**src/rtl/diag_path_sel_pkg.sv**
```systemverilog
package diag_path_sel_pkg;

  typedef struct packed {
    logic p;
    logic n;
  } mark_t;

  localparam mark_t MARK_SPACE = '{p: 1'b0, n: 1'b0};
  localparam mark_t MARK_POS   = '{p: 1'b1, n: 1'b0};
  localparam mark_t MARK_NEG   = '{p: 1'b0, n: 1'b1};

  typedef enum logic [1:0] {
    TX_ENC  = 2'd0,
    TX_LINE = 2'd1,
    TX_ONES = 2'd2
  } tx_src_e;

  typedef enum logic [1:0] {
    RX_LINE = 2'd0,
    RX_ENC  = 2'd1,
    RX_LOOP = 2'd2,
    RX_ONES = 2'd3
  } rx_src_e;

  typedef struct packed {
    tx_src_e tx;
    rx_src_e rx;
  } route_t;

  localparam route_t ROUTE_IDLE = '{tx: TX_ENC, rx: RX_LINE};

  // Fixed priority: all-ones beats every loopback on its own side;
  // local beats remote and digital.
  function automatic route_t resolve_route(input logic loc_n, input logic rem_n,
                                           input logic dig_n, input logic ones_t,
                                           input logic ones_r);
    route_t r;
    r = ROUTE_IDLE;
    if (ones_t)                 r.tx = TX_ONES;
    else if (!rem_n && loc_n)   r.tx = TX_LINE;
    if (ones_r)                 r.rx = RX_ONES;
    else if (!loc_n)            r.rx = RX_LOOP;
    else if (!dig_n)            r.rx = RX_ENC;
    return r;
  endfunction

endpackage

```
**src/rtl/diag_path_sel_mode.sv**
```systemverilog
module diag_path_sel_mode
  import diag_path_sel_pkg::*;
(
  input  logic   clk,
  input  logic   rst,
  input  logic   bit_en,
  input  route_t route_pins,
  output route_t route_q
);

  always_ff @(posedge clk) begin
    if (rst)         route_q <= ROUTE_IDLE;
    else if (bit_en) route_q <= route_pins;
  end

endmodule

```
**src/rtl/diag_path_sel_ones.sv**
```systemverilog
module diag_path_sel_ones
  import diag_path_sel_pkg::*;
#(
  parameter bit FIRST_POS = 1'b1
) (
  input  logic  clk,
  input  logic  rst,
  input  logic  bit_en,
  output mark_t ones_now
);

  logic  phase_q;
  mark_t hold_q;
  mark_t fresh;

  assign fresh    = phase_q ? MARK_POS : MARK_NEG;
  assign ones_now = bit_en ? fresh : hold_q;

  always_ff @(posedge clk) begin
    if (rst) begin
      phase_q <= FIRST_POS;
      hold_q  <= MARK_SPACE;
    end else if (bit_en) begin
      phase_q <= ~phase_q;
      hold_q  <= fresh;
    end
  end

endmodule

```
**src/rtl/diag_path_sel_route.sv**
```systemverilog
module diag_path_sel_route
  import diag_path_sel_pkg::*;
(
  input  logic   clk,
  input  logic   rst,
  input  logic   bit_en,
  input  route_t route_pins,
  input  route_t route_q,
  input  mark_t  ones_now,
  input  mark_t  enc,
  input  mark_t  lrx,
  output mark_t  ltx_q,
  output mark_t  dec_q
);

  route_t applied;
  mark_t  tx_d;
  mark_t  rx_d;

  always_comb begin
    applied = bit_en ? route_pins : route_q;
    unique case (applied.tx)
      TX_LINE: tx_d = lrx;
      TX_ONES: tx_d = ones_now;
      default: tx_d = enc;
    endcase
    unique case (applied.rx)
      RX_ENC:  rx_d = enc;
      RX_LOOP: rx_d = tx_d;
      RX_ONES: rx_d = ones_now;
      default: rx_d = lrx;
    endcase
  end

  always_ff @(posedge clk) begin
    if (rst) begin
      ltx_q <= MARK_SPACE;
      dec_q <= MARK_SPACE;
    end else begin
      ltx_q <= tx_d;
      dec_q <= rx_d;
    end
  end

endmodule

```
**src/rtl/diag_path_sel.sv**
```systemverilog
module diag_path_sel
  import diag_path_sel_pkg::*;
#(
  parameter bit ONES_FIRST_POS = 1'b1
) (
  input  logic clk,
  input  logic rst,
  input  logic bit_en,
  input  logic loc_lb_n,
  input  logic rem_lb_n,
  input  logic dig_lb_n,
  input  logic tx_ones,
  input  logic rx_ones,
  input  logic enc_p,
  input  logic enc_n,
  input  logic lrx_p,
  input  logic lrx_n,
  output logic ltx_p,
  output logic ltx_n,
  output logic dec_p,
  output logic dec_n
);

  route_t route_pins;
  route_t route_q;
  mark_t  ones_now;
  mark_t  ltx_q;
  mark_t  dec_q;

  assign route_pins = resolve_route(loc_lb_n, rem_lb_n, dig_lb_n, tx_ones, rx_ones);

  diag_path_sel_mode u_mode (
    .clk        (clk),
    .rst        (rst),
    .bit_en     (bit_en),
    .route_pins (route_pins),
    .route_q    (route_q)
  );

  diag_path_sel_ones #(.FIRST_POS(ONES_FIRST_POS)) u_ones (
    .clk      (clk),
    .rst      (rst),
    .bit_en   (bit_en),
    .ones_now (ones_now)
  );

  diag_path_sel_route u_route (
    .clk        (clk),
    .rst        (rst),
    .bit_en     (bit_en),
    .route_pins (route_pins),
    .route_q    (route_q),
    .ones_now   (ones_now),
    .enc        ('{p: enc_p, n: enc_n}),
    .lrx        ('{p: lrx_p, n: lrx_n}),
    .ltx_q      (ltx_q),
    .dec_q      (dec_q)
  );

  assign ltx_p = ltx_q.p;
  assign ltx_n = ltx_q.n;
  assign dec_p = dec_q.p;
  assign dec_n = dec_q.n;

endmodule

```
**config.mk**
```make
export PLATFORM = sky130hd
export DESIGN_NAME = diag_path_sel
export DESIGN_NICKNAME = d
export VERILOG_FILES = /design/src/rtl/diag_path_sel_pkg.sv /design/src/rtl/diag_path_sel_mode.sv /design/src/rtl/diag_path_sel_ones.sv /design/src/rtl/diag_path_sel_route.sv /design/src/rtl/diag_path_sel.sv
export SDC_FILE = /design/constraint.sdc
export NUM_CORES = 1
export LEC_CHECK = 0
export ABC_AREA = 0
export BUFFER_PORTS_ARGS = -buffer_cell sky130_fd_sc_hd__buf_4
export CORE_AREA = 8 8 45 47
export DETAILED_ROUTE_END_ITERATION = 10
export DIE_AREA = 0 0 53 55
export GPL_TIMING_DRIVEN = 0
export PLACE_DENSITY = 0.66
export SYNTH_ARGS = -nofsm -noshare
export SYNTH_HDL_FRONTEND = slang
export SYNTH_SLANG_ARGS = --single-unit
```
**constraint.sdc**
```tcl
create_clock -name clk -period 4.2 [get_ports clk]
set_input_delay 0.63 -clock clk [delete_from_list [all_inputs] [get_ports clk]]
set_output_delay 0.63 -clock clk [all_outputs]
set_load 0.05 [all_outputs]
```
**Yosys cells after proc, flatten, opt, wreduce, memory -nomap -nowiden**

Cells that the tools add are included.
Widths: inputs -> output; s select.

- Output and inout bits: 4
- Word-level logic and storage cells: 27
- Bits of input ports: 12
- Bits in registers: 11

- Multiplexer cells: 10
- Bitwise gates (word level): 1
- Equality and inequality tests: 5
- Reduce and logical (&&, ||, !) cells: 2

Operators by type and width:

| operator | number |
|---|---|
| $mux 2 | 5 |
| $eq 2x2->1 const B | 3 |
| $pmux 2 s3 | 1 |
| $eq 2x1->1 const B | 2 |
| $mux 4 | 1 |
| $pmux 2 s2 | 1 |
| $mux 1 | 2 |
| $logic_and 1x1->1 | 1 |
| $logic_not 1->1 | 1 |
| $not 1->1 | 1 |

**Longest topological paths before layout**

- Depth after elaboration: 8
- Gate-level depth with buffers: 8
- Mapped depth without buffers: 7

**Cells and area by module**

Synthesis repeated with hierarchy kept, for this count alone.

- Cell total of the unflattened synthesis: 68
- Area, all modules: 641.9 sq um

Modules (own cells, without submodules):

| module | instances | area each (sq um) | sequential area each (sq um) | cells an instance |
|---|---|---|---|---|
| diag_path_sel_route | 1 | 347.8 | 80.1 | 40 |
| diag_path_sel_mode | 1 | 140.1 | 80.1 | 13 |
| diag_path_sel_ones | 1 | 123.9 | 60.1 | 11 |
| diag_path_sel | 1 | 30.0 | 0.0 | 4 |

**Worst setup path before layout**

OpenSTA, ideal clock, no wires.

- Kind: in2reg
- From: input bit_en
- To: register, netlist name u_route.dec_q[0]
- Required time: 4112 ps
- Buffers on the path: 1
- Stages: 7
- Data arrival time: 2089 ps
- Setup time: 88 ps
- Slack: 2023 ps
- Cells stage by stage: buf_6 and2b_2 a31oi_1 ha_1 and2b_1 a211o_1 a311oi_2

- Word-level cells in the longest chain between the ends: 4
- Elaborated cells between the ends (all ways): 9
- Those cells by class: eq/ne (5); mux (4)

RTL lines:

| what | RTL line | RTL |
|---|---|---|
| from (decl) | diag_path_sel.sv:8 | `input logic bit_en,` |
| $mux 4 | - |  |
| $eq 2x2->1 or $eq 2x1->1 (tied branches) | diag_path_sel_route.sv:22 | `unique case (applied.tx)` |
| $pmux 2 s2 | diag_path_sel_route.sv:22 |  |
| $pmux 2 s3 * | diag_path_sel_route.sv:27 | `unique case (applied.rx)` |

Mark *: on every way between the ends. The rest lies on a longest branch, timed or not.
A chain may end at the register's enable or synchronous reset.

**Worst setup path in the final report**

- From: input bit_en
- To: register, netlist name u_route.dec_q[0]

- Word-level cells in the longest chain between the ends: 4
- Elaborated cells between the ends (all ways): 9
- Those cells by class: eq/ne (5); mux (4)

RTL lines:

| what | RTL line |
|---|---|
| $mux 4 | - |
| $eq 2x2->1 or $eq 2x1->1 (tied branches) | diag_path_sel_route.sv:22 |
| $pmux 2 s2 | diag_path_sel_route.sv:22 |
| $pmux 2 s3 * | diag_path_sel_route.sv:27 |

Marks and branches as above.

==> flow_summary.toml <==
[run_status]
status = "finished, final reports clean"

[setup_path]
cp_slowest_cell = "ha_1"
cp_cell_sequence = "buf_4 > buf_6 > and2b_2 > a31oi_1 > ha_1 > and2b_1 > a211o_1 > a311oi_2"
rr_startpoint = "u_mode.route_q[2]$_SDFF_PP0_"
crit_path_end_kind = "flip-flop"
crit_fanout = 10
r2r_cells = 6
cp-endpoint = "u_route.dec_q[0]$_SDFF_PP0_"
max_stage_delay_ns = 0.33
worstSetupPathType = "in2reg"
r2r_slack_ns = 2.34
startpoint_type = "input port"
arrival_ns = 2.36
regToRegEndpoint = "u_route.dec_q[0]$_SDFF_PP0_"
crit_start = "bit_en"
critPathRequiredTime_ns = 4.38

[floorplan]
design.die.area_um2 = 2915
initial_utilization = 0.4114
die_width_um = 53
die_h_um = 55
rows = 14
fp.coreArea_um2 = 1384
ios = 16

[worst_hold_path]
min_path_type = "reg2reg"

[logic_synthesis]
yosysWarnings = 0
async_flop_share = 0
syn_avg_cell_area_um2 = 9.333
ys_ff_latch = 11
synth_cells = 61
synth_area_leaders = "dfxtp_1 (39%), nor2_1 (4.6%), and2b_2 (4.6%)"
netlist_area_um2 = 569.3
synth_edf_count = 0
ys.flop_type = "dfxtp_1"
yosys.area.top_type = "dfxtp_1"
synth_top_area_share = 0.3868
synth_top_cells_by_count = "dfxtp_1 (11), nor2_1 (7)"
ys_seq_area_frac = 0.3868
ys_types = 31
synth_nets = 75
yosysMostFrequentCell = "dfxtp_1"

[detailed_routing]
drcViolationCount = 0
drtPass1Iterations = 4
first_iter_violations = 5
ant_nets = 0
wire_per_inst_um = 12.14
num_vias = 487
wl_um = 1165
viasPerCell = 5.073

[timing]
setup_tns_ns = 0
holdWs_ns = 0.5463
fin_crit_ns = 2.186
timing.fmax_mhz = 457.6
fin_crit_sh = 0.5204
worst_pin_slew_ns = 0.4026
fin_skew_ns = 0.006110
slew_headroom = 0.7316
setup_violations = 0
rsz0062_at_grt = "no"
hold_viol = 0
final_max_slew_viol_count = 0

[pwr]
p_per_area_nw_per_um2 = 354.3
leakagePower_nw = 0.3471
ir_drop_mv = 0.1963

[clock_tree]
cts_root_buf = "clkbuf_4"
cts-htree-levels = 1
cts.repair.resized = 0
post-cts-setup-buffers = 0
cts_buffers = 3
clkSlewWorstSetupHoldPaths_ns = 0.08
clock-sinks = 11
hold_buffers = 0
cts_tree = "yes"
worstSkewPairLatency_ns = 0.27
clockBufferDepth = 2

[final_layout]
final_nets = 95
design_area_um2 = 728.2
final_core_util = 0.5262
nFillCells = 135
multi_input_area_um2 = 321.6
diodes = 0
syn2layout_area_growth_pct = 27.91
seq_area_um2 = 220.2
drive_above_1_share = 0.3875

[grt]
grt_usage = 0.08822
grt_max_degree = 11
overflow = 0
antenna_found_initial = 0
first_global_vias = 464
grt_pass1_wl_um = 1863

[run]
maxCapViolCount = 0

[placed_design]
place_congestion = 0.7028
dpl-instance-area_um2 = 701.9
portBuffers = 15
-- critical path: cells and delay by family --
| kind | cells | cell delay [ns] |
|---|---|---|
| AO/OA/AOI/OAI | 3 | 0.77 |
| buffers and inverters | 2 | 0.23 |
| AND/OR/NAND/NOR | 2 | 0.40 |
| adder cells (fa/ha/maj) | 1 | 0.33 |
-- power breakdown --
group	internal (mW)	switching (mW)
registers	0.113	0.00221
clock network	0.0367	0.0373
logic	0.0305	0.0386
total	0.180	0.0781
-- flip-flops by register name, indices dropped and copies added (netlist names) --
name and count:
u_route.ltx_q 2, u_mode.route_q 4, u_ones.hold_q 2, u_ones.phase_q 1, u_route.dec_q 2
-- layout make-up --
cell class,count,share of cell area
clock buffers,4,0.03608
flip-flops and latches,11,0.3024
repair buffers,15,0.1546
plain buffers,2,0.02234
inverters,3,0.01546
multi-input cells,45,0.4416
well taps,16,0.02749
-- how the worst min path moves through the flow --
stage	start	endpoint	slack (ns)	cells past startpoint
floorplan	u_mode.route_q[3]$_SDFF_PP0_	u_mode.route_q[3]$_SDFF_PP0_	0.48	2
global route	u_mode.route_q[3]$_SDFF_PP0_	u_mode.route_q[3]$_SDFF_PP0_	0.57	2
finish	u_mode.route_q[3]$_SDFF_PP0_	u_mode.route_q[3]$_SDFF_PP0_	0.55	2
global placement	u_mode.route_q[3]$_SDFF_PP0_	u_mode.route_q[3]$_SDFF_PP0_	0.51	2
CTS	u_mode.route_q[3]$_SDFF_PP0_	u_mode.route_q[3]$_SDFF_PP0_	0.54	2
detailed placement	u_mode.route_q[3]$_SDFF_PP0_	u_mode.route_q[3]$_SDFF_PP0_	0.53	2
-- logic make-up after synthesis --
kind of cell,after synthesis,synth area share
buf+inv,5,0.04834
simple gates,27,0.2813
compound gates,14,0.2022
fa+ha+maj,2,0.04395
mux,2,0.03736
flops,11,0.3868
-- per-stage QoR --
step / setup slack, ns / std cells / power [mW]
2_1_floorplan: 2.023 / 61 / 0.1651
3_3_place_gp: 1.766 / 92 / 0.1864
3_5_place_dp: 1.750 / 92 / 0.1869
4_1_cts: 2.025 / 96 / 0.2612
5_1_grt: 1.941 / 96 / 0.2726
6_report: 2.014 / 96 / 0.2580
-- cell usage in the layout (no fill, tap or decap) --
master / n
a211oi_1: 1
or3_2: 1
a31oi_1: 1
clkbuf_1: 1
buf_2: 1
nand2_1: 3
and2b_1: 2
nor3_1: 2
mux2_2: 1
inv_1: 3
or2b_1: 1
nand2b_1: 1
nor2_1: 7
o21ai_2: 1
a221o_1: 1
buf_6: 1
a21oi_1: 2
dfxtp_1: 11
buf_4: 15
a211o_1: 1
a21oi_2: 1
ha_1: 2
nor2b_1: 3
a32oi_1: 1
a21o_1: 1
or2_2: 1
a311oi_2: 1
o21bai_1: 2
and2b_4: 2
mux2i_1: 1
and2b_2: 3
clkbuf_4: 3
a311oi_1: 1
nand3_1: 1
-- per-layer routing --
layer  track usage  vias up  part of all wire  wire length [µm]
met1       0.09648      224              0.43               504
met2        0.1387        9              0.47               549
met5             0        -                 0                 0
met3       0.03209        2             0.082                95
met4       0.06466        0             0.014                16
li1              -      252                 -                 -
Power figures use the tool's default switching activity.
